[src/rtl/compat_router.sv]
module compat_router #(
  parameter int unsigned ADDR_W    = 32,
  parameter int unsigned IO_LIMIT  = 32'h0000_8000,
  parameter int unsigned MEM_LIMIT = 32'h0100_0000,
  parameter bit          SINGLE_PORT = 1'b0
) (
  input  logic              clk,
  input  logic              rst_n,
  input  logic              strap_in,
  input  logic              vga_wr_en,
  input  logic              vga_wr_data,
  input  logic              in_valid,
  output logic              in_ready,
  input  logic              in_is_io,
  input  logic [ADDR_W-1:0] in_addr,
  output logic              out_valid,
  input  logic              out_ready,
  output logic              out_to_fabric,
  output logic              out_compat,
  output logic [ADDR_W-1:0] out_addr,
  output logic              out_not_compat
);

  localparam logic [ADDR_W-1:0] IO_TOP   = ADDR_W'(IO_LIMIT);
  localparam logic [ADDR_W-1:0] MEM_TOP  = ADDR_W'(MEM_LIMIT);
  localparam logic [ADDR_W-1:0] VMEM_LO  = ADDR_W'(32'h000A_0000);
  localparam logic [ADDR_W-1:0] VMEM_HI  = ADDR_W'(32'h000B_FFFF);

  logic strap_q, vga_en_q;

  always_ff @(posedge clk) begin
    if (!rst_n) begin
      strap_q  <= strap_in;
      vga_en_q <= 1'b0;
    end else if (vga_wr_en) begin
      vga_en_q <= vga_wr_data;
    end
  end

  logic [9:0] lo10;
  logic io_vga, mem_vga, vga_hit, low_hit, fabric_d, compat_d;
  logic [ADDR_W-1:0] addr_d;

  assign lo10    = in_addr[9:0];
  assign io_vga  = in_is_io && (in_addr[ADDR_W-1:16] == '0) &&
                   ((lo10 >= 10'h3B0 && lo10 <= 10'h3BB) ||
                    (lo10 >= 10'h3C0 && lo10 <= 10'h3DF));
  assign mem_vga = !in_is_io && in_addr >= VMEM_LO && in_addr <= VMEM_HI;
  assign vga_hit = io_vga || mem_vga;
  assign low_hit = in_is_io ? (in_addr < IO_TOP) : (in_addr < MEM_TOP);

  assign fabric_d = vga_hit ? vga_en_q :
                    low_hit ? (strap_q && !(SINGLE_PORT && in_is_io)) : 1'b0;
  assign compat_d = !vga_hit && low_hit && fabric_d;
  assign addr_d   = (vga_hit || low_hit) ? {{(ADDR_W-24){1'b0}}, in_addr[23:0]} : in_addr;

  assign in_ready = !out_valid || out_ready;

  always_ff @(posedge clk) begin
    if (!rst_n) begin
      out_valid      <= 1'b0;
      out_to_fabric  <= 1'b0;
      out_compat     <= 1'b0;
      out_addr       <= '0;
      out_not_compat <= 1'b0;
    end else if (in_valid && in_ready) begin
      out_valid      <= 1'b1;
      out_to_fabric  <= fabric_d;
      out_compat     <= compat_d;
      out_addr       <= addr_d;
      out_not_compat <= !(vga_hit || low_hit);
    end else if (out_ready) begin
      out_valid <= 1'b0;
    end
  end

  a_r1_compat_on_fabric: assert property (@(posedge clk) disable iff (!rst_n)
    (out_valid && out_compat) |-> (out_to_fabric && !out_not_compat));

  a_r4_addr_masked: assert property (@(posedge clk) disable iff (!rst_n)
    (out_valid && !out_not_compat) |-> (out_addr[ADDR_W-1:24] == '0));

  a_r5_passthrough_pci: assert property (@(posedge clk) disable iff (!rst_n)
    (out_valid && out_not_compat) |-> (!out_to_fabric && !out_compat));

  a_r6_strap_held: assert property (@(posedge clk) disable iff (!rst_n)
    rst_n |=> $stable(strap_q));

  a_r8_hold: assert property (@(posedge clk) disable iff (!rst_n)
    (out_valid && !out_ready) |=> (out_valid && $stable(out_addr) &&
      $stable(out_to_fabric) && $stable(out_compat) && $stable(out_not_compat)));

endmodule

[config.mk]
export PLATFORM = sky130hd
export DESIGN_NAME = compat_router
export DESIGN_NICKNAME = d
export VERILOG_FILES = /design/src/rtl/compat_router.sv
export SDC_FILE = /design/constraint.sdc
export NUM_CORES = 1
export LEC_CHECK = 0
export CAP_MARGIN = 20
export CORE_MARGIN = 5
export CORE_UTILIZATION = 40
export DETAILED_ROUTE_END_ITERATION = 12
export GPL_TIMING_DRIVEN = 0
export HOLD_SLACK_MARGIN = 0.15
export PLACE_DENSITY = 0.88
export SYNTH_ARGS = -nofsm -noshare
export SYNTH_HDL_FRONTEND = slang
export SYNTH_SLANG_ARGS = --single-unit
[constraint.sdc]
create_clock -name clk -period 5.09 [get_ports clk]
set_input_delay 0.509 -clock clk [delete_from_list [all_inputs] [get_ports clk]]
set_output_delay 0.509 -clock clk [all_outputs]
set_load 0.02 [all_outputs]
==> results.cfg, run 1 <==
[routing]
drt_wl_total_mm = 3.983
num_vias = 1425
viasPerCell = 4.880
drcViolationCount = 0
antenna_left = 0
routedWlPerCell_um = 13.64
drt-pass1-iter-count = 4
initialDrtViolationCount = 66

[placement]
detailed_place_hpwl_mm = 3.021
gp_congestion = 0.7817
place_area_um2 = 2236
io_buffers = 75

[floorplan]
core_um2 = 3390
die_area_um2 = 4864
io_pins = 77
die_w_um = 69.74
die_y_um = 69.74
initial_utilization_pct = 42.12
rows = 21

[clock_network]
clock-sinks = 38
cts.hold.buffers_added = 0
h-tree-depth = 2
clkTransAtPathRegs_ns = 0.11
cts_buffers = 5
insertion_delay_ns = 0.34
root_buffer = clkbuf_4
ctsResizeCount = 0
cts.path.max_buffers = 2
cts_tree = built
postCtsSetupRepairBufs = 0

[final_layout]
final_layout_size_suffix_gt1_share_pct = 8.130
area_growth_pct = 64.42
num_antenna_cells = 0
nets = 285
fin_area_um2 = 2347
final_cell_mix = clkdlybuf4s50_1 (75), nand2_1 (55), dfxtp_1 (37)
layout_commonest_cell = clkdlybuf4s50_1

[timing]
setup_tns_ns = 0
skew_ns = 0.004612
max_slew_margin_pct = 60.09
fin_crit_ns = 2.238
fmax_mhz = 446.9
tightest_slew_ns = 0.5965
rsz0062_at_grt = no
drv_slew = 0
setup_viol = 0
fin_crit_sh_pct = 43.96
hold_violations = 0

[worst_setup_path]
critical_path_class = in2out
cpPeakStageDelay_ns = 0.62
critPathMaxFanout = 4
required_ns = 4.58
cpMostUsedCell = clkdlybuf4s50_1
critPathLaunchType = input port
critPathSlowestCell = clkdlybuf4s50_1
arrival_ns = 1.73
r2r_cells = 5
cp-end-kind = output pin
crit_path_cell_trace = clkdlybuf4s50_1, nand2b_1, clkdlybuf4s50_1

[outcome]
status = finished, final reports clean

[global_route]
grt-ovfl-total = 0
grt_use_total_pct = 16.45
grt_max_degree = 13
grt_pass1_vias = 1336
grt_pass1_wl_mm = 6.458
grt_antenna_before_repair = 0

[hold_path]
hold_path.class = reg2reg
hold_depth = 2

[power]
ir_drop_mv = 0.2175
p_leak_nw = 0.9151
powerDensity_nw_per_um2 = 307.4

[synth]
synth-seq-area-share_pct = 53.99
synth-seq-cells = 38
synth_cells = 163
syn_avg_cell_area_um2 = 8.758
syn_nets = 203
synth.distinct_cells = 26
yosys_warnings = 0
synth_area_um2 = 1428

[flow_run]
maxCapViolations = 0
## kinds of logic (layout without fill, tap and decap cells)
kind of cell / after synthesis / after routing / synth area share, %
AOI/OAI and AO/OA: 39 / 39 / 18.67
and+or+nand+nor: 71 / 71 / 21.47
buffers and inverters: 12 / 95 / 3.681
DFF: 38 / 38 / 53.99
muxes: 3 / 3 / 2.191
## cell type report
class	count	area, um2
clock inverters	2	60.06
well taps	46	57.56
multi-input cells	113	604.3
clock buffers	6	51.30
flip-flops and latches	38	770.7
inverters	2	7.507
fillers	263	1042
repair buffers	75	750.7
plain buffers	10	45.04
## layer usage
layer	track usage, %	up-vias	share of wire, %
li1	-	727	-
met1	19.96	630	45
met2	26.06	59	44
met3	7.826	9	9.5
met4	4.468	0	1.8
met5	0	-	0
## per-stage QoR
step | std cells | utilization (%) | worst slack (ns) | hold WS, ns | total power [mW]
6_report | 292 | 69.25 | 2.852 | 0.4540 | 0.7214
5_1_grt | 292 | 69.25 | 2.812 | 0.4794 | 0.7508
4_1_cts | 292 | 69.25 | 2.853 | 0.4525 | 0.7286
3_5_place_dp | 284 | 65.97 | 2.521 | 0.4376 | 0.4648
3_3_place_gp | 284 | 65.97 | 2.556 | 0.4306 | 0.4621
2_1_floorplan | 163 | - | 3.055 | 0.4601 | 0.3888
## Yosys cell counts
cell type,number,area [um2]
nand2_1,55,206.5
dfxtp_1,37,740.7
a21oi_1,26,130.1
a32o_2,8,90.09
clkbuf_1,8,30.03
nor2_1,5,18.77
nor4_1,3,18.77
inv_1,2,7.510
mux2i_1,2,20.02
a22o_1,1,8.760
and2_1,1,6.260
and4bb_1,1,12.51
buf_1,1,3.750
buf_6,1,11.26
edfxtp_1,1,30.03
mux2_2,1,11.26
nand2b_1,1,6.260
nand3_1,1,5.000
nand4_1,1,6.260
nor3b_1,1,7.510
o2111ai_1,1,8.760
o21a_1,1,7.510
o31a_1,1,8.760
o31ai_2,1,12.51
or4_1,1,7.510
or4_4,1,11.26
## report_power, final
part / switching (mW) / internal [mW] / total [mW]
Combinational: 0.0629 / 0.0704 / 0.133
Sequential: 0.00833 / 0.316 / 0.324
Clock: 0.0974 / 0.166 / 0.264
## state kept, by name, summed over array words and instances (netlist names)
signal          count
out_not_compat      1
vga_en_q            1
out_valid           1
out_to_fabric       1
out_addr           32
strap_q             1
out_compat          1
## worst max-delay path, delay by kind of cell
kind	cells	cell delay, ns
AND/OR/NAND/NOR	1	0.15
buffers and inverters	2	1.07
## final timing paths
kind | slack (ns) | to | startpoint
worst max-delay path | 2.85 | in_ready | out_ready
worst min-delay path | 0.45 | out_compat | out_compat
worst max register to register | 3.50 | out_addr[28] | out_valid
worst min register to register | 0.45 | out_compat | out_compat
No activity file was read; power rests on OpenSTA's default activity.
==> inputs of run 2 (changes only) <==
- CORE_UTILIZATION: 40 -> 38
- PLACE_DENSITY: 0.88 -> 0.84
- clock period: 5.09 -> 2.1 ns (I/O delays scaled with it)
==> results.cfg, run 2 (synthesis results as in run 1) <==
[outcome]
status = finished, final reports clean

[worst_setup_path]
arrival_ns = 2.13
crit_path_cell_trace = clkdlybuf4s50_1, or4_4, and4bb_1, nand2_1, o21a_1, buf_6, a32o_2
crit_family = simple AND/OR/NAND/NOR gates
required_ns = 2.29
critPathLaunchType = input port
critPathSlowestCell = or4_4
cp-end-kind = flip-flop
cpPeakStageDelay_ns = 0.55
critPathMaxFanout = 10
critical_path_class = in2reg
worst-path-buf-inv = 2

[clock_network]
postCtsSetupRepairBufs = 0
clock-sinks = 38
ctsResizeCount = 0
cts.path.max_buffers = 2
cts.hold.buffers_added = 0
clkTransAtPathRegs_ns = 0.07
insertion_delay_ns = 0.29
cts_tree = built
h-tree-depth = 2
cts_buffers = 5
root_buffer = clkbuf_8

[placement]
gp_congestion = 0.7506
detailed_place_hpwl_mm = 2.972
io_buffers = 75

[timing]
rsz0062_at_grt = no
drv_slew = 0
max_slew_margin_pct = 55.80
skew_ns = 0.002743
setup_viol = 0
fmax_mhz = 513.2
tightest_slew_ns = 0.6606
hold_violations = 0
setup_tns_ns = 0
fin_crit_sh_pct = 92.78
fin_crit_ns = 1.948

[final_layout]
final_layout_size_suffix_gt1_share_pct = 8.130
largest_reg_flops = 32
area_growth_pct = 63.45
nets = 285
num-fill-cells = 316
layout_commonest_cell = clkdlybuf4s50_1
top_register = out_addr
num_antenna_cells = 0
final_cell_mix = clkdlybuf4s50_1 (75), nand2_1 (55), dfxtp_1 (37)

[routing]
routedWlPerCell_um = 13.44
drt_wl_total_mm = 3.950
drcViolationCount = 0
num_vias = 1417
initialDrtViolationCount = 60
antenna_left = 0
viasPerCell = 4.820
drt-pass1-iter-count = 4

[hold_path]
hold_path.class = in2reg

[floorplan]
die_y_um = 71.30
initial_utilization_pct = 39.00
die_area_um2 = 5083
rows = 22
core_um2 = 3661
die_w_um = 71.30
io_pins = 77

[flow_run]
maxCapViolations = 0

[power]
power.total_mw = 1.626
switching_share_pct = 26.16
clockPowerShare_pct = 31.8
power_switching_uw = 425.3
seqPwrFrac_pct = 48.4
power_frac_comb_pct = 19.8
p_leak_nw = 0.9038
p_int_mw = 1.200
ir_drop_mv = 0.4735
powerDensity_nw_per_um2 = 696.6

[global_route]
met1_usage_pct = 18.62
busiest_layer = met2
grt_use_total_pct = 16.20
use_met3_pct = 7.013
grtUsageMet2_pct = 26.53
grt_pass1_wl_mm = 6.520
grt_pass1_vias = 1386
grt_antenna_before_repair = 0
grt-ovfl-total = 0
grt_max_degree = 13
[run 2: cell count changes in the layout (fill, tap and decap cells not counted)]
cell,change
clkbuf_4,-5
clkbuf_8,+5
bufinv_16,-2
clkinv_2,+1
clkinvlp_4,+1
[run 2: cell type report]
cell class / instances / area (um2) / area share (%)
inverter: 2 / 7.507 / 0.3217
clock buffer: 6 / 82.58 / 3.539
clock inverter: 2 / 12.51 / 0.5362
timing repair buffer: 75 / 750.7 / 32.17
buffer: 10 / 45.04 / 1.930
tap: 48 / 60.06 / 2.574
sequential: 38 / 770.7 / 33.03
multi-input combinational: 113 / 604.3 / 25.90
[run 2: power groups by stage]
stage	combinational [mW]	clock (mW)	sequential [mW]
2_1_floorplan	0.0915	0	0.851
3_3_place_gp	0.319	0	0.801
3_5_place_dp	0.323	0	0.803
4_1_cts	0.325	0.527	0.787
5_1_grt	0.347	0.560	0.791
6_report	0.322	0.517	0.786
[run 2: per-stage QoR]
step                setup WS, ns  hold WS (ns)  utilization, %  area [um2]  cells
detailed placement       -0.1506        0.4319           61.14        2238    286
floorplan                 0.3640        0.3089               -        1428    163
CTS                       0.1512        0.4315           63.74        2333    294
global route             0.09645        0.4657           63.74        2333    294
global placement         -0.1395        0.4312           61.14        2238    286
finish                    0.1516        0.4381           63.74        2333    294
[run 2: layer usage]
| metal | vias to the layer above | wire length, um |
|---|---|---|
| li1 | 723 | - |
| met1 | 638 | 1657 |
| met2 | 49 | 1850 |
| met3 | 7 | 383 |
| met4 | 0 | 58 |
| met5 | - | 0 |
[run 2: worst register-to-register path, stage by stage, from the launching register on]
cell      delay (ns)
dfxtp_1         0.33
nand2b_1        0.10
and2_1          0.17
clkbuf_1        0.20
nor2_1          0.56
a32o_2          0.22
[run 2: path summary, 6_finish.rpt]
path	from	to	slack (ns)	depth (start not counted)
min reg2reg	out_compat	out_compat	0.44	2
max	in_addr[20]	out_addr[27]	0.15	7
min	rst_n	out_compat	0.44	3
max reg2reg	out_valid	out_addr[27]	0.47	5
==> inputs of run 3 (changes only) <==
- CORE_ASPECT_RATIO: not set -> 1.75
==> results.cfg, run 3 (synthesis results as in run 1) <==
[outcome]
status = finished, final reports clean

[clock_network]
postCtsSetupRepairBufs = 0
clkTransAtPathRegs_ns = 0.07
cts_tree = built
cts.hold.buffers_added = 0
h-tree-depth = 2
root_buffer = clkbuf_8
cts_buffers = 5
cts.path.max_buffers = 2
ctsResizeCount = 0
clock-sinks = 38
insertion_delay_ns = 0.28

[global_route]
grt_pass1_wl_mm = 6.534
grt_max_degree = 11
grt-ovfl-total = 0
grt_antenna_before_repair = 0
grt_pass1_vias = 1414
grt_use_total_pct = 15.99

[final_layout]
largest_reg_flops = 32
fin_area_um2 = 2312
top_register = out_addr
regArea_um2 = 770.7
num-fill-cells = 321
final_layout_size_suffix_gt1_share_pct = 6.939
num_antenna_cells = 0
multi_input_area_um2 = 604.3
finalNonFillerCells = 291
layout_commonest_cell = clkdlybuf4s50_1
nets = 285
final_cell_mix = clkdlybuf4s50_1 (75), nand2_1 (55), dfxtp_1 (37)
area_growth_pct = 61.96
post-route-util_pct = 63.72

[routing]
drt-pass1-iter-count = 4
antenna_left = 0
drt_wl_total_mm = 4.028
routedWlPerCell_um = 13.84
num_vias = 1435
initialDrtViolationCount = 9
viasPerCell = 4.931
drcViolationCount = 0

[floorplan]
die_w_um = 56.34
die_y_um = 91.09
die_area_um2 = 5131
core_um2 = 3628
rows = 29
initial_utilization_pct = 39.34
io_pins = 77

[hold_path]
hold_path.class = reg2reg

[timing]
fin_crit_ns = 1.950
fin_crit_sh_pct = 92.87
max_slew_margin_pct = 58.62
hold_ws_ns = 0.4525
skew_ns = 0.002161
setup_viol = 0
setup_tns_ns = 0
drv_slew = 0
hold_violations = 0
timing.final.ws_setup_ns = 0.1497
rsz0062_at_grt = no
fmax_mhz = 512.7
tightest_slew_ns = 0.6184

[worst_setup_path]
arrival_ns = 2.12
crit_family = simple AND/OR/NAND/NOR gates
crit_path_cell_trace = clkdlybuf4s50_1, or4_4, and4bb_1, nand2_1, o21a_1, buf_6, a32o_2
required_ns = 2.27
cp-end-kind = flip-flop
critPathLaunchType = input port
worst-path-buf-inv = 2
cpPeakStageDelay_ns = 0.54
critPathMaxFanout = 10
critical_path_class = in2reg
critPathSlowestCell = or4_4

[placement]
io_buffers = 75
dpl.cell_count = 284
place_worst_setup_slack_ns = -0.1527
gp_congestion = 0.7431
place_area_um2 = 2236
detailed_place_hpwl_mm = 3.179

[power]
p_leak_nw = 0.8949
power.total_mw = 1.565
powerDensity_nw_per_um2 = 676.8
ir_drop_mv = 0.5696

[flow_run]
maxCapViolations = 0
run 3: area by class of cell:
cell class	count	area share, %
Timing Repair Buffer	75	32.47
Clock buffer	7	3.301
Tap cell	46	2.489
Multi-Input combinational cell	113	26.14
Inverter	2	0.3247
Buffer	10	1.948
Sequential cell	38	33.33
run 3: per-layer routing:
layer / vias to the layer above / track usage (%) / share of wire [%]
met1: 650 / 15.98 / 37
met5: - / 0 / 0
li1: 725 / - / -
met4: 0 / 9.307 / 4.1
met2: 47 / 29.00 / 53
met3: 13 / 4.113 / 6.0
run 3: tightest hold or removal path: stages (launching register included):
cell and delay, ns:
dfxtp_1 0.31, nand2_1 0.05, a21oi_1 0.05
run 3: path summary, 6_finish.rpt:
kind / slack [ns] / to / cells after the start / from
setup / recovery: 0.15 / out_addr[31] / 7 / in_addr[20]
hold reg to reg: 0.45 / out_addr[5] / 2 / out_addr[5]
hold / removal: 0.45 / out_addr[5] / 2 / out_addr[5]
setup reg to reg: 0.50 / out_not_compat / 5 / out_valid
run 3: where the power goes:
part	internal, mW	switching [mW]	leakage [nW]
logic	0.171	0.151	0.542
registers	0.767	0.0199	0.314
clock network	0.228	0.228	0.0383
total	1.17	0.399	0.895
